==> src/rtl/fifo_irq_pkg.sv <==
// Shared constants for the word FIFO status and interrupt unit.
// Assumes a register port addressed by word offsets of three bits.
package fifo_irq_pkg;
    localparam int WORD_W   = 32;
    localparam int ADDR_W   = 3;
    localparam int NUM_SRC  = 8;
    localparam int THR_W    = 5;
    localparam int FIELD_W  = 5;

    // register word offsets
    localparam logic [ADDR_W-1:0] OFS_DATA  = 3'd0;
    localparam logic [ADDR_W-1:0] OFS_THR   = 3'd1;
    localparam logic [ADDR_W-1:0] OFS_MASK  = 3'd2;
    localparam logic [ADDR_W-1:0] OFS_CLR   = 3'd3;
    localparam logic [ADDR_W-1:0] OFS_RAW   = 3'd4;
    localparam logic [ADDR_W-1:0] OFS_PEND  = 3'd5;
    localparam logic [ADDR_W-1:0] OFS_STAT  = 3'd6;

    // interrupt source bit positions
    localparam int SRC_RX_THR   = 0;
    localparam int SRC_RX_UFLOW = 1;
    localparam int SRC_TX_OFLOW = 2;
    localparam int SRC_TX_THR   = 3;
    localparam int SRC_DONE     = 4;
    localparam int SRC_BUS_ERR  = 5;
    localparam int SRC_PROTO    = 6;
    localparam int SRC_DMA      = 7;
endpackage

==> src/rtl/fifo_word_buf.sv <==
// Synchronous word FIFO with a fill counter.
// Assumes DEPTH is a power of two. A push when full and a pop when
// empty are ignored. The head word is presented combinationally.
module fifo_word_buf #(
    parameter int W     = 32,
    parameter int DEPTH = 16
) (
    input  logic                         clk,
    input  logic                         rst_n,
    input  logic                         push,
    input  logic [W-1:0]                 wdata,
    input  logic                         pop,
    output logic [W-1:0]                 rdata,
    output logic [$clog2(DEPTH+1)-1:0]   count,
    output logic                         full,
    output logic                         empty
);
    localparam int AW = $clog2(DEPTH);
    localparam int LW = $clog2(DEPTH+1);

    logic [W-1:0]  mem [DEPTH];
    logic [AW-1:0] wr_ptr, rd_ptr;
    logic          do_push, do_pop;

    assign full    = (count == LW'(DEPTH));
    assign empty   = (count == '0);
    assign do_push = push && !full;
    assign do_pop  = pop && !empty;
    assign rdata   = mem[rd_ptr];

    // storage write on an accepted push
    always_ff @(posedge clk) begin
        if (do_push) mem[wr_ptr] <= wdata;
    end

    // pointer advance
    always_ff @(posedge clk) begin
        if (!rst_n) begin
            wr_ptr <= '0;
            rd_ptr <= '0;
        end else begin
            if (do_push) wr_ptr <= wr_ptr + AW'(1);
            if (do_pop)  rd_ptr <= rd_ptr + AW'(1);
        end
    end

    // fill counter
    always_ff @(posedge clk) begin
        if (!rst_n) begin
            count <= '0;
        end else begin
            case ({do_push, do_pop})
                2'b10:   count <= count + LW'(1);
                2'b01:   count <= count - LW'(1);
                default: count <= count;
            endcase
        end
    end
endmodule

==> src/rtl/irq_collect.sv <==
// Sticky interrupt source register with mask and write-one-to-clear.
// Sources latch regardless of the mask. A set in the same cycle as a
// clear wins. The mask resets to all ones, so every source is blocked.
module irq_collect #(
    parameter int N = 8
) (
    input  logic         clk,
    input  logic         rst_n,
    input  logic [N-1:0] set_i,
    input  logic         clr_we,
    input  logic [N-1:0] clr_i,
    input  logic         mask_we,
    input  logic [N-1:0] mask_i,
    output logic [N-1:0] raw_o,
    output logic [N-1:0] mask_o,
    output logic [N-1:0] pend_o,
    output logic         irq_o
);
    logic [N-1:0] clr_eff;

    assign clr_eff = clr_we ? clr_i : '0;

    // latched sources, set has priority over clear
    always_ff @(posedge clk) begin
        if (!rst_n) raw_o <= '0;
        else        raw_o <= (raw_o & ~clr_eff) | set_i;
    end

    // mask register, 1 blocks the source
    always_ff @(posedge clk) begin
        if (!rst_n)       mask_o <= '1;
        else if (mask_we) mask_o <= mask_i;
    end

    assign pend_o = raw_o & ~mask_o;
    assign irq_o  = |pend_o;
endmodule

==> src/rtl/fifo_irq_unit.sv <==
// Top of the word FIFO status and interrupt unit.
// It decodes the host register port, instantiates both FIFOs and the
// interrupt collector, and builds the threshold and misuse events.
// Assumes at most one of reg_wr and reg_rd per cycle. DEPTH must fit
// in the five-bit level fields.
module fifo_irq_unit
    import fifo_irq_pkg::*;
#(
    parameter int DEPTH = 16
) (
    input  logic              clk,
    input  logic              rst_n,
    input  logic              reg_wr,
    input  logic              reg_rd,
    input  logic [2:0]        reg_addr,
    input  logic [31:0]       reg_wdata,
    output logic [31:0]       reg_rdata,
    input  logic              tx_pop,
    output logic [31:0]       tx_data,
    output logic              tx_avail,
    input  logic              rx_push,
    input  logic [31:0]       rx_data,
    input  logic              evt_done,
    input  logic              evt_bus_err,
    input  logic              evt_proto_err,
    input  logic              evt_dma_done,
    output logic              irq
);
    localparam int LW = $clog2(DEPTH+1);

    logic [LW-1:0]      tx_cnt, rx_cnt, tx_free;
    logic               tx_full, tx_empty, rx_full, rx_empty;
    logic [WORD_W-1:0]  rx_head;
    logic [THR_W-1:0]   tx_thr_q, rx_thr_q;
    logic [NUM_SRC-1:0] src_set, raw_q, mask_q, pend_q;
    logic               data_wr, data_rd;
    logic               thr_we, mask_we, clr_we;
    logic [WORD_W-1:0]  stat_word;

    assign data_wr = reg_wr && (reg_addr == OFS_DATA);
    assign data_rd = reg_rd && (reg_addr == OFS_DATA);
    assign thr_we  = reg_wr && (reg_addr == OFS_THR);
    assign mask_we = reg_wr && (reg_addr == OFS_MASK);
    assign clr_we  = reg_wr && (reg_addr == OFS_CLR);

    fifo_word_buf #(.W(WORD_W), .DEPTH(DEPTH)) u_tx (
        .clk(clk), .rst_n(rst_n),
        .push(data_wr), .wdata(reg_wdata),
        .pop(tx_pop), .rdata(tx_data),
        .count(tx_cnt), .full(tx_full), .empty(tx_empty)
    );

    fifo_word_buf #(.W(WORD_W), .DEPTH(DEPTH)) u_rx (
        .clk(clk), .rst_n(rst_n),
        .push(rx_push), .wdata(rx_data),
        .pop(data_rd), .rdata(rx_head),
        .count(rx_cnt), .full(rx_full), .empty(rx_empty)
    );

    assign tx_avail = !tx_empty;
    assign tx_free  = LW'(DEPTH) - tx_cnt;

    // threshold register
    always_ff @(posedge clk) begin
        if (!rst_n) begin
            tx_thr_q <= '0;
            rx_thr_q <= '0;
        end else if (thr_we) begin
            tx_thr_q <= reg_wdata[THR_W-1:0];
            rx_thr_q <= reg_wdata[8 +: THR_W];
        end
    end

    // source events for the current cycle
    always_comb begin
        src_set               = '0;
        src_set[SRC_RX_THR]   = 32'(rx_cnt) >= 32'(rx_thr_q);
        src_set[SRC_RX_UFLOW] = data_rd && rx_empty;
        src_set[SRC_TX_OFLOW] = data_wr && tx_full;
        src_set[SRC_TX_THR]   = 32'(tx_free) >= 32'(tx_thr_q);
        src_set[SRC_DONE]     = evt_done;
        src_set[SRC_BUS_ERR]  = evt_bus_err;
        src_set[SRC_PROTO]    = evt_proto_err;
        src_set[SRC_DMA]      = evt_dma_done;
    end

    irq_collect #(.N(NUM_SRC)) u_irq (
        .clk(clk), .rst_n(rst_n),
        .set_i(src_set),
        .clr_we(clr_we), .clr_i(reg_wdata[NUM_SRC-1:0]),
        .mask_we(mask_we), .mask_i(reg_wdata[NUM_SRC-1:0]),
        .raw_o(raw_q), .mask_o(mask_q), .pend_o(pend_q),
        .irq_o(irq)
    );

    // status word packing
    always_comb begin
        stat_word                 = '0;
        stat_word[0]              = tx_full;
        stat_word[1]              = tx_empty;
        stat_word[2]              = rx_empty;
        stat_word[3]              = rx_full;
        stat_word[8 +: FIELD_W]   = FIELD_W'(tx_free);
        stat_word[16 +: FIELD_W]  = FIELD_W'(rx_cnt);
    end

    // host read multiplexer
    always_comb begin
        reg_rdata = '0;
        case (reg_addr)
            OFS_DATA: reg_rdata = rx_empty ? '0 : rx_head;
            OFS_THR:  begin
                reg_rdata[THR_W-1:0]  = tx_thr_q;
                reg_rdata[8 +: THR_W] = rx_thr_q;
            end
            OFS_MASK: reg_rdata[NUM_SRC-1:0] = mask_q;
            OFS_RAW:  reg_rdata[NUM_SRC-1:0] = raw_q;
            OFS_PEND: reg_rdata[NUM_SRC-1:0] = pend_q;
            OFS_STAT: reg_rdata = stat_word;
            default:  reg_rdata = '0;
        endcase
    end
endmodule

==> config.mk <==
export PLATFORM = sky130hd
export DESIGN_NAME = fifo_irq_unit
export DESIGN_NICKNAME = d
export VERILOG_FILES = /design/src/rtl/fifo_irq_pkg.sv /design/src/rtl/fifo_word_buf.sv /design/src/rtl/irq_collect.sv /design/src/rtl/fifo_irq_unit.sv
export SDC_FILE = /design/constraint.sdc
export NUM_CORES = 1
export LEC_CHECK = 0
export CAP_MARGIN = 20
export CORE_MARGIN = 3
export CORE_UTILIZATION = 57
export CTS_CLUSTER_SIZE = 25
export DETAILED_ROUTE_END_ITERATION = 10
export DONT_BUFFER_PORTS = 1
export PLACE_DENSITY_LB_ADDON = 0.05
export SETUP_SLACK_MARGIN = 0.02
export SYNTH_ARGS = -nofsm -noshare
export SYNTH_HDL_FRONTEND = slang
export SYNTH_SLANG_ARGS = --single-unit
==> constraint.sdc <==
create_clock -name clk -period 4.8 [get_ports clk]
set_clock_uncertainty 0.2 [all_clocks]
set_input_delay 0.48 -clock clk [delete_from_list [all_inputs] [get_ports clk]]
set_output_delay 0.48 -clock clk [all_outputs]
set_load 0.02 [all_outputs]
# --- Word-level counts from Yosys, hierarchy flattened ---
# Memories as Yosys holds them, arrays and structs flattened. A register that Yosys moved wholly into a read port is not among the register bits.
# Index checks and enable logic that the tools add are counted.
word_totals:
  ff_bits: 52
  mem_bits_rw: 1024
  inputBits: 77
  out_inout_bits: 66
  wordCells: 77
  memories: 2
memory_table:
  columns: ["name", "depth", "width", "read_ports", "rd_clocked_by_memory_dff", "wr", "line", "text"]
  rows:
  - ["u_rx.mem", 16, 32, 1, 1, 1, "fifo_word_buf.sv:21", "logic [W-1:0] mem [DEPTH];"]
  - ["u_tx.mem", 16, 32, 1, 1, 1, "fifo_word_buf.sv:21", null]
op_classes:
  n_addsub: 9
  magnitude_cmp: 2
  eq_ne: 12
  muxes: 16
  bitwise_logic: 5
  reduce_logical: 21
ops:
  columns: ["op", "n"]
  rows:
  - ["$pmux 19 s2", 1]
  - ["$mux 32", 1]
  - ["$pmux 5 s6", 1]
  - ["$pmux 5 s2", 2]
  - ["$add 4x1->4 const B", 4]
  - ["$and 8x8->8", 2]
  - ["$mux 4", 4]
  - ["$not 8->8", 2]
  - ["$pmux 5 s3", 1]
  - ["$pmux 3 s4", 1]
  - ["$logic_and 1x1->1", 11]
  - ["$add 5x1->5 const B", 2]
  - ["$eq 5x5->1 const B", 2]
  - ["$ge 5x5->1", 2]
  - ["$logic_not 5->1", 2]
  - ["$sub 5x1->5 const B", 2]
  - ["$eq 3x3->1 const B", 3]
  - ["$mux 8", 1]
  - ["$or 8x8->8", 1]
  - ["$reduce_or 8->1", 1]
  - ["$eq 3x2->1 const B", 2]
  - ["$sub 5x5->5 const A", 1]
  - ["$eq 2x1->1 const B", 2]
  - ["$eq 2x2->1 const B", 2]
  - ["5 further kinds", 12]

# --- Depth between registers and ports, before layout ---
# Gate-level depths: netlist of run 1.
depth:
  ltp_word: 6
  mapped_depth: 16
  ltp_nobuf: 13

# --- Hierarchy ---
# From an unflattened synthesis of run 1, not the netlist that was laid out.
hier_totals:
  cells_unflattened: 2078
  area_unflattened_um2: 42336.9
modules_own_cells:
  columns: ["module", "n_inst", "cells_each", "area_per_inst_um2"]
  rows:
  - ["fifo_word_buf", 2, 911, 20103.0]
  - ["fifo_irq_unit", 1, 186, 1451.4]
  - ["irq_collect", 1, 70, 679.4]

# --- Worst setup path before layout of run 1 ---
# OpenSTA, ideal clock, no wires.
synth_path:
  kind: "register -> register"
  from: "register u_tx.count[1]"
  to: "memory u_tx.mem[3][0] (enable)"
  t_arrival_ps: 3880
  path_slack_ps: 259
  stages_incl_launch_ff: 10
  n_path_buf: 2
  path_cell_list: "dfxtp_1 -> clkbuf_1 -> inv_1 -> ha_1 -> nor3b_1 -> ha_1 -> and3b_1 -> buf_2 -> nand2_1 -> nor3_1"
synth_between:
  elab_chain_len: 5
synth_rtl:
  columns: ["element", "line", "text"]
  rows:
  - ["start, declared", "fifo_word_buf.sv:14", "output logic [$clog2(DEPTH+1)-1:0] count,"]
  - ["start signal, assigned", "fifo_word_buf.sv:53", "2'b10: count <= count + LW'(1);"]
  - ["start signal, assigned", "fifo_word_buf.sv:54", "2'b01: count <= count - LW'(1);"]
  - ["start signal, assigned", "fifo_word_buf.sv:55", "default: count <= count;"]
  - ["$eq 5x5->1", "fifo_word_buf.sv:25", "assign full = (count == LW'(DEPTH));"]
  - ["$logic_not 1->1", "fifo_word_buf.sv:27", "assign do_push = push && !full;"]
  - ["$logic_and 1x1->1", "fifo_word_buf.sv:27", null]
  - ["$mux 1", "fifo_word_buf.sv:33", "if (do_push) mem[wr_ptr] <= wdata;"]
  - ["$mux 1 (implied by the code)", "fifo_word_buf.sv:33", null]
  - ["end, declared", "fifo_word_buf.sv:21", null]
# No other way between the ends.

# --- Worst setup path after layout of run 1 ---
layout_path:
  from: "register u_rx.count[2]"
  to: "output port reg_rdata[31]"
layout_between:
  elab_chain_len: 3
layout_rtl:
  columns: ["element", "line", "text"]
  rows:
  - ["start, declared", "fifo_word_buf.sv:14", null]
  - ["start signal, assigned", "fifo_word_buf.sv:53", null]
  - ["start signal, assigned", "fifo_word_buf.sv:54", null]
  - ["start signal, assigned", "fifo_word_buf.sv:55", null]
  - ["$logic_not 5->1", "fifo_word_buf.sv:26", "assign empty = (count == '0);"]
  - ["$mux 32", "fifo_irq_unit.sv:111", "OFS_DATA: reg_rdata = rx_empty ? '0 : rx_head;"]
  - ["$pmux 19 s2", "fifo_irq_unit.sv:110", "case (reg_addr)"]
  - ["end, declared", "fifo_irq_unit.sv:17", "output logic [31:0] reg_rdata,"]
# No other way between the ends.

==> impl.org, run 1 <==
** Route
- Final routed wirelength across all metal layers :: 91,500 um
- After detailed routing, the number of remaining DRC violations is 0.
- Via/cell ratio :: 6.25
- The first detailed-routing pass ran for 5 iterations.
- Antenna viol nets, final :: 0
- Dividing the detail-routed wire length by the instance count gives 29.1 um.
- Starting DRC count in detailed routing :: 1,931
- Via total after detailed routing :: 19.6k

** Power
- The analysis attributes to cell leakage a power of 14.7 nW.
- Total power of the final layout :: 0.0204 W
- Worst vdd rail ir drop :: 0.000329 V
- Pwr dens :: 426 nW/um^2

** Floorplan
- In this run the count of I/O pins placed on the die edge is 143.
- Once the floorplan was initialized, standard cells occupied 57.7% of the core.
- The region available for standard cell placement spans 73,100 sq um.
- Die Outline Area :: 77,300 sq um
- Die X :: 278 um
- Row generation in the floorplan step produced 99 rows.
- The die is 278 um tall.

** Logic synthesis
- Synth top area cells :: sky130_fd_sc_hd__edfxtp_1 (73%), sky130_fd_sc_hd__mux4_2 (16%), sky130_fd_sc_hd__dfxtp_1 (2.8%)
- Count of unique library cells instantiated by Yosys :: 55
- Sequential cell area fraction in the yosys report :: 75.7%
- XOR/XNOR share of the synthesized area :: 0.457%
- Portion of synthesized cell area occupied by the leading cell type :: 72.9%
- The synthesized design spends more area on one cell type than any other, namely sky130_fd_sc_hd__edfxtp_1.
- Share of cell area taken by muxes after synthesis :: 16.8%
- Number of warnings reported in the yosys synthesis log :: 0
- In the synthesized netlist, the cells that appear most often are sky130_fd_sc_hd__edfxtp_1 (1,024), sky130_fd_sc_hd__mux4_2 (306), sky130_fd_sc_hd__nand2_1 (73).
- Adder-cell area share of the yosys netlist :: 0.831%
- Synthesis produced a netlist whose cell count is 1,944.
- The synthesized netlist devotes 2.09% of its cell area to compound gates.
- For this run, asynchronously set or reset flops after synthesis account for 0%.
- By area, the combinational part of the netlist is dominated by multiplexers.
- The most common cell in the synthesized netlist is sky130_fd_sc_hd__edfxtp_1.
- After synthesis the netlist holds a flip-flop and latch count of 1,084.
- Synthesized net count :: 2,049
- Syn Std Cell Area :: 42,200 sq um
- After Yosys synthesis, and, or, nand and nor cells account for 2.51% of the synthesized area.
- Post-Synthesis Mean Instance Area :: 21.7 sq um
- For this run, the leading register cell type out of synthesis is sky130_fd_sc_hd__edfxtp_1.
- Number of synthesized flops with an enable pin :: 1,024

** STA
- Least-Margin Pin Slew :: 970 ps
- Fraction of the cycle the final worst path needs :: 85.0%
- Fin. Hold Viols :: 0
- The worst path needs 4080 ps of the cycle, external delays included.
- Number of slew-limit violations in the final report :: 0
- Static timing analysis puts the maximum clock frequency at 245 MHz.
- After routing, the total negative slack on setup checks comes to 0 ps.
- The worst pin sits at a relative slew slack of 35.3%.
- Unrepaired setup endpoints after global routing :: no
- Count of final setup violators :: 0

** Critical path
- At the worst endpoint, the required time is 4120 ps.
- STA classifies the critical path startpoint as a flop.
- The slowest stage of the critical path is the sky130_fd_sc_hd__nand2_1 cell.
- The startpoint identified for the worst register-to-register timing path is u_rx.count[2].
- At the worst endpoint, the arrival time is 3400 ps.
- Endpoint kind of the worst setup timing path :: output pin
- The signal on the critical path passes through nor4_2, nand2b_1, nand2_1, buf_4, a211oi_1, buf_4.
- Max incr delay on CP :: 650 ps
- Category of the most critical setup path :: flop to output pin
- The endpoint identified for the worst register-to-register timing path is u_rx.count[4].
- Most numerous cell on the critical path :: sky130_fd_sc_hd__buf_4
- For flop-to-flop paths, the worst setup slack is 980 ps.
- CP max FO :: 16
- The number of cells on the worst reg-to-reg path is 11.

** CTS
- CTS placed an instance of sky130_fd_sc_hd__clkbuf_16 at the clock tree root.
- Clock latency on the worst-skew pair :: 650 ps
- TritonCTS built the clock tree.
- Post-CTS clock slew at the launch and capture registers of the worst setup and hold paths :: 60 ps
- CTS buffer count :: 107
- Maximum buffer depth of the clock tree :: 3
- The tree built by TritonCTS fans out to 1,084 sinks.
- The clock tree synthesis step divided the H-tree into 3 levels.

** Status
- The flow ran to the end, and the final reports show no timing, DRC or antenna violations.

** Flow run
- Across the run, the number of max-cap violations was 0.

** Place
- Count of port buffers added during placement :: 0
- Half-perimeter wire length after placement :: 52,600 um
- Final estimated routing congestion in global placement :: 0.882

** GRT
- Via count of the first global-routing pass :: 20.6k
- Overall fraction of global-route tracks in use :: 24.2%
- Initial antenna violation count :: 7
- Pin count of the biggest net entering global routing :: 63
- Summed over all layers, the global routing overflow is 0.
- First-pass GRT wire length :: 137,000 um

** Layout
- Area Overhead vs Synth :: 13.7%
- At the end of the flow, the number of nets in the layout was 2,191.
- Fraction of layout cells with a size suffix above 1 :: 25.6%
- The filler cells instantiated in the layout total 4,789.
- Fraction of the core area covered by cells at the end of the flow :: 65.6%

** Worst hold path
- The min-delay analysis places its worst path in the category input pin to flop.
- The worst hold path begins at rx_push.
- Worst min-delay path endpoint :: u_rx.wr_ptr[0]
- Counting instances, the worst hold path has a depth of 4.
-- critical path, delay by kind of cell, from the launching register on --
| kind | cells | cell delay (ps) |
|---|---|---|
| buffers and inverters | 2 | 650 |
| AOI/OAI and AO/OA | 1 | 410 |
| and+or+nand+nor | 3 | 1110 |
| DFF | 1 | 550 |
-- sequential cells by signal, summed over array words and instances (netlist names), 5 cells and up, named ones only --
register	count
rx_thr_q	5
tx_thr_q	5
u_irq.mask_o	8
u_irq.raw_o	8
u_rx.count	5
u_rx.mem	512
u_tx.count	5
u_tx.mem	512
-- report_power, final --
part           internal, W  total (W)  switching, W
clock              0.00463    0.00800       0.00337
combinational     0.000912    0.00188      0.000970
sequential          0.0104     0.0105      0.000110
-- cells in the final DEF (no fill, tap or decap), types with 23 or more instances in the layout --
cell,instances
sky130_fd_sc_hd__a211oi_1,28
sky130_fd_sc_hd__and2_1,23
sky130_fd_sc_hd__buf_4,47
sky130_fd_sc_hd__clkbuf_1,28
sky130_fd_sc_hd__clkbuf_16,108
sky130_fd_sc_hd__clkinv_1,25
sky130_fd_sc_hd__dfxtp_1,52
sky130_fd_sc_hd__dlygate4sd3_1,81
sky130_fd_sc_hd__edfxtp_1,1024
sky130_fd_sc_hd__ha_1,28
sky130_fd_sc_hd__inv_1,39
sky130_fd_sc_hd__mux4_2,306
sky130_fd_sc_hd__nand2_1,73
sky130_fd_sc_hd__nor2_4,24
sky130_fd_sc_hd__nor2b_1,33
-- metal layers --
| layer | vias up | global-route usage (%) | part of all wire, % | wire length (um) |
|---|---|---|---|---|
| li1 | 8385 | - | - | - |
| met1 | 10500 | 31.7 | 39 | 35900 |
| met2 | 572 | 42.6 | 53 | 48600 |
| met3 | 166 | 4.13 | 4.9 | 4450 |
| met4 | 2 | 6.70 | 2.7 | 2510 |
| met5 | - | 0 | 0.014 | 13 |
-- layout make-up --
cell class	count	area (sq um)	area share (%)
timing repair buffer	143	1460	3.05
clock inverter	57	519	1.08
tap	959	1200	2.50
inverter	41	154	0.321
clock buffer	138	2840	5.91
sequential	1084	32000	66.7
multi-input combinational	709	9810	20.4
antenna	7	17.5	0.0365
-- per-stage QoR --
| stage | area [sq um] | setup slack, ps | hold slack (ps) | instances |
|---|---|---|---|---|
| after CTS | 48000 | 713 | 18.1 | 3131 |
| after detailed placement | 43800 | 1040 | 284 | 2854 |
| after global routing | 48000 | 545 | 68.1 | 3132 |
| final | 48000 | 720 | 62.9 | 3138 |
| after global placement | 43800 | 1170 | 280 | 2854 |
| after floorplan | 42200 | 259 | 252 | 1944 |
-- how the worst max path moves through the flow --
| stage | startpoint | slack [ps] | cells after the start | end |
|---|---|---|---|---|
| final | u_rx.count[2] | 720 | 6 | reg_rdata[31] |
| after global routing | u_rx.count[2] | 540 | 5 | reg_rdata[13] |
| after CTS | u_rx.count[2] | 710 | 5 | reg_rdata[13] |
| after detailed placement | reg_addr[2] | 1040 | 11 | u_rx.count[4] |
| after global placement | reg_addr[2] | 1170 | 11 | u_rx.count[4] |
| after floorplan | u_tx.count[1] | 260 | 9 | u_tx.mem[3][0] |
-- logic make-up (layout without fill, tap and decap cells) --
family / count (synthesis) / count (layout)
buf+inv: 151 / 379
simple gates: 207 / 207
mux: 327 / 327
flops: 1084 / 1084
xor+xnor: 22 / 22
other cells: 0 / 7
compound gates: 125 / 125
fa+ha+maj: 28 / 28
-- what timing repair did --
| action | in CTS | in global routing |
|---|---|---|
| setup buffers | 0 | 0 |
| gates resized for setup | 0 | 0 |
| hold buffers | 82 | 0 |
| setup endpoints to repair | 0 | 0 |
| hold endpoints to repair | 1084 | 0 |
Note: power is estimated with default switching activity, not from simulation.
==> run 2: changes to the inputs <==
Settings changed: ABC_AREA from default to 1.
==> run 2 against run 1 <==
Synthesized area grew 3.9%. Maximum frequency rose by 0.20%. Setup slack improved by 8.1 ps. Register-to-register slack gained 430 ps. First-iteration DRC count grew 32%. Die area up 3.9%. Combinational power rose by 77%. Largest power group unchanged.
==> impl.org, run 2 <==
** Status
- Result of the run :: completed (unchanged)

** Logic synthesis
- The combined area of all synthesized cells came to 43,800 sq um (was 42,200 sq um).
- Synthesized net count :: 3,424 (was 2,049)
- The most common flop cell mapped by yosys is sky130_fd_sc_hd__edfxtp_1 (unchanged).
- The fraction of post-synthesis cell area in the top cell type by area came to 70.1% (was 72.9%).
- The count of flip-flops with a built-in enable after synthesis is 1,024 (unchanged).
- The number of distinct standard cells referenced by the synthesized netlist was 45 (was 55).
- The post-synthesis instance total was 3,319 (was 1,944).
- The sequential cell area fraction in the yosys report is 72.9% (was 75.7%).
- The flip-flop and latch count after synthesis came to 1,084 (unchanged).
- The library cell with the largest summed area after synthesis is sky130_fd_sc_hd__edfxtp_1 (unchanged).
- The synthesis warning total was 0 (unchanged).
- Most instantiated cells after synthesis: sky130_fd_sc_hd__edfxtp_1 (1,024), sky130_fd_sc_hd__o21ai_0 (443), sky130_fd_sc_hd__nor2_1 (268) (was sky130_fd_sc_hd__edfxtp_1 (1,024), sky130_fd_sc_hd__mux4_2 (306), sky130_fd_sc_hd__nand2_1 (73)).
- Most frequently used cell type in the post-synthesis netlist :: sky130_fd_sc_hd__edfxtp_1 (unchanged)
- The mean instance size in the synthesized netlist came to 13.2 sq um (was 21.7 sq um).
- Post-synth ARST share :: 0% (unchanged)
- Synth top area cells: sky130_fd_sc_hd__edfxtp_1 (70%), sky130_fd_sc_hd__o21ai_0 (5.1%), sky130_fd_sc_hd__mux2i_1 (2.9%) (was sky130_fd_sc_hd__edfxtp_1 (73%), sky130_fd_sc_hd__mux4_2 (16%), sky130_fd_sc_hd__dfxtp_1 (2.8%)).

** Power
- The switching power is 0.00589 W (was 0.00445 W).
- Worst vdd rail ir drop :: 0.000376 V (was 0.000329 V)
- Fraction of power consumed by sequential logic :: 47.8% (was 51.6%)
- The cell internal power dissipation was 0.0165 W (was 0.0160 W).
- Pwr dens :: 453 nW/um^2 (was 426 nW/um^2)
- The leakage dissipation is 16.6 nW (was 14.7 nW).
- The combinational cell fraction of total power is 14.9% (was 9.2%).
- Switching part of the total power :: 26.3% (was 21.8%)
- The portion of total power attributed to the clock network came to 37.3% (was 39.2%).

** Place
- The detailed-placement wirelength estimate is 59,400 um (was 52,600 um).
- Cell count after placement :: 4,211 (was 2,854)
- Count of port buffers added during placement :: 0 (unchanged)
- The final weighted congestion of routability-driven global placement is 0.901 (was 0.882).

** Critical path
- Max incr delay on CP :: 630 ps (was 650 ps)
- The data required time at the worst endpoint is 4120 ps (about the same).
- Worst R2R Path Depth :: 11 (unchanged)
- The slack of the worst reg-to-reg path is 1410 ps (was 980 ps).
- The category of the critical setup timing path is flop to output pin (unchanged).
- The reg-to-reg critical path startpoint is u_tx.count[0] (was u_rx.count[2]).
- Endpoint kind of the worst setup timing path :: output pin (unchanged)
- List of cells traversed by the critical path: inv_2, buf_12, buf_4, o211ai_1, o21ai_0, o22ai_1, nand2_1, nand3_1, o21ai_0 (was nor4_2, nand2b_1, nand2_1, buf_4, a211oi_1, buf_4).
- The slowest library cell on the worst path is sky130_fd_sc_hd__inv_2 (was sky130_fd_sc_hd__nand2_1).
- Data arrival time of the worst path :: 3390 ps (was 3400 ps)
- Critical path's top delay family :: buffers and inverters (was simple AND/OR/NAND/NOR gates)
- The most repeated library cell on the critical path was sky130_fd_sc_hd__o21ai_0 (was sky130_fd_sc_hd__buf_4).
- Sort of element at the start of the critical path :: flop (unchanged)
- CP max FO :: 41 (was 16)
- R2r endpoint :: u_tx.mem[5][28] (was u_rx.count[4])
- CP bufs+invs :: 3 (was 2)

** GRT
- The pin count of the biggest net entering global routing was 147 (was 63).
- GR Layer Usage met3 :: 3.72% (was 4.13%)
- Met1 global-route usage :: 35.4% (was 31.7%)
- The number of antenna violations at the first check in global routing was 6 (was 7).
- Remaining Overflow, GRT :: 0 (unchanged)
- The busiest layer in global routing is met2 (unchanged).
- The aggregate global-route resource usage was 26.7% (was 24.2%).
- Via count of the first global-routing pass :: 26.3k (was 20.6k)
- The global-route wire length before repair came to 164,000 um (was 137,000 um).
- Met2 track demand over resource in global routing :: 45.6% (was 42.6%)

** STA
- Tmin final :: 4070 ps (was 4080 ps)
- The remaining max-slew budget at the tightest pin was 24.0% (was 35.3%).
- The number of hold-slack violations in the final timing report is 0 (unchanged).
- The highest clock frequency the design can meet came to 246 MHz (was 245 MHz).
- Least-Margin Pin Slew :: 1140 ps (was 970 ps)
- Setup TNS :: 0 ps (unchanged)
- Count of final setup violators :: 0 (unchanged)
- The share of the clock period used by the worst path after layout came to 84.8% (was 85.0%).
- The number of pins exceeding their max-slew limit in the final report came to 0 (unchanged).
- Unrepaired setup endpoints after global routing :: no (unchanged)

** Route
- The wire length after detailed routing came to 109,000 um (was 91,500 um).
- The via total after detailed routing came to 27.1k (was 19.6k).
- Number of iterations in the first detailed-routing pass :: 5 (unchanged)
- The wire length per cell was 24.1 um (was 29.1 um).
- The number of remaining DRC errors came to 0 (unchanged).
- Starting DRC count in detailed routing :: 2,553 (was 1,931)
- Via/cell ratio :: 6.01 (was 6.25)
- Antenna viol nets, final :: 0 (unchanged)

** Layout
- Top Registers :: u_rx.mem: 512 flops, u_tx.mem: 512 flops (unchanged)
- The utilization after layout is 64.8% (was 65.6%).
- Final std cells w/o fill :: 4,498 (was 3,138)
- Most common library cell in the layout ignoring fill and taps :: sky130_fd_sc_hd__edfxtp_1 (unchanged)
- The number of nets in the final layout came to 3,476 (was 2,191).
- Commonest cells after routing, fill and taps aside: sky130_fd_sc_hd__edfxtp_1 (1,024), sky130_fd_sc_hd__o21ai_0 (443), sky130_fd_sc_hd__nand2_1 (262) (was sky130_fd_sc_hd__edfxtp_1 (1,024), sky130_fd_sc_hd__mux4_2 (306), sky130_fd_sc_hd__clkbuf_16 (108)).
- The layout overhead on the synthesized area came to 12.5% (was 13.7%).
- Count of fill cells added during filler insertion :: 5,583 (was 4,789)
- The share of final-layout standard cells stronger than drive strength 1 is 8.32% (was 25.6%).

** CTS
- CTS buffer count :: 108 (was 107)
- The total number of H-tree levels is 3 (unchanged).
- Clock tree from TritonCTS :: done (unchanged)
- Clock latency on the worst-skew pair :: 660 ps (was 650 ps)
- Total number of clock tree sinks :: 1,084 (unchanged)
- Buffer type at the clock tree root :: sky130_fd_sc_hd__clkbuf_16 (unchanged)
- Maximum buffer depth of the clock tree :: 3 (unchanged)
- Post-CTS clock slew at the launch and capture registers of the worst setup and hold paths :: 60 ps (about the same)

** Floorplan
- The floorplan row count came to 101 (was 99).
- Die X :: 283 um (was 278 um)
- Die height :: 283 um (was 278 um)
- Std-Cell Core Area :: 76,100 sq um (was 73,100 sq um)
- Die Outline Area :: 80,300 sq um (was 77,300 sq um)
- Initial core utilization :: 57.6% (was 57.7%)
- The I/O pin count is 143 (unchanged).

** Flow run
- Number of maximum-capacitance violations :: 0 (unchanged)

** Worst hold path
- Min-delay worst type :: input pin to flop (unchanged)
- The number of cells traversed by the worst hold path is 5 (was 4).
- The critical hold path startpoint is reg_addr[2] (was rx_push).
==> run 2: cells by family (layout without fill, tap and decap cells) <==
family	Yosys count	after routing	synth area share (%)
fa+ha+maj	28	28	0.799
flops	1084	1084	72.9
buf+inv	438	581	4.46
xor+xnor	10	10	0.200
other cells	0	6	0
simple gates	673	673	6.28
mux	128	128	2.92
compound gates	958	958	12.5
==> run 2: final cells by class <==
type / count / area, sq um / area share [%]
flip-flops and latches: 1084 / 32000 / 64.8
multi-input cells: 1797 / 10200 / 20.6
clock buffers: 128 / 2800 / 5.67
repair buffers: 146 / 1470 / 2.98
well taps: 1030 / 1290 / 2.61
inverters: 234 / 886 / 1.80
clock inverters: 73 / 718 / 1.46
diodes: 6 / 15.0 / 0.0304
==> run 2: metrics by stage <==
stage | setup WS (ps) | hold slack [ps] | cell area [sq um] | total power (W)
after floorplan | 1400 | 247 | 43800 | 0.0133
after global placement | 1500 | 268 | 44900 | 0.0140
after detailed placement | 1430 | 274 | 45000 | 0.0140
after CTS | 732 | 62.8 | 49200 | 0.0225
after global routing | 578 | 126 | 49300 | 0.0233
final | 728 | 104 | 49300 | 0.0224
==> run 2: power groups by stage <==
stage / registers (W) / clock network, W / logic, W
after floorplan: 0.0107 / 0 / 0.00260
after global routing: 0.0107 / 0.00891 / 0.00369
after global placement: 0.0109 / 0 / 0.00311
after detailed placement: 0.0109 / 0 / 0.00316
after CTS: 0.0107 / 0.00849 / 0.00336
final: 0.0107 / 0.00835 / 0.00333
==> run 2: metal layers <==
layer	up-vias	wire length, um
li1	12400	-
met1	13400	43700
met2	1057	54500
met3	225	6680
met4	2	3680
met5	-	13
==> run 2: worst max path at each step <==
| stage | from | to | slack, ps | depth (start not counted) |
|---|---|---|---|---|
| after global placement | flop | reg_rdata[16] | 1500 | 9 |
| after global routing | flop | reg_rdata[16] | 580 | 9 |
| after detailed placement | u_tx.count[0] | u_tx.mem[5][28] | 1430 | 11 |
| after CTS | flop | reg_rdata[16] | 730 | 9 |
| after floorplan | u_tx.count[0] | u_tx.mem[11][0] | 1400 | 10 |
| final | flop | reg_rdata[16] | 730 | 9 |
==> run 2: repair_timing <==
action / in CTS / in global routing
resized for setup: 0 / 0
hold buffers: 76 / 0
endpoints found under the hold margin: 1072 / 0
setup endpoints to repair: 0 / 0
setup buffers: 0 / 0
==> run 2: worst reg2reg max path: cells and delay by family (launching register included) <==
kind	cells	cell delay, ps
and+or+nand+nor	5	1330
buffers and inverters	4	730
adders and majority gates	2	440
DFF	1	380
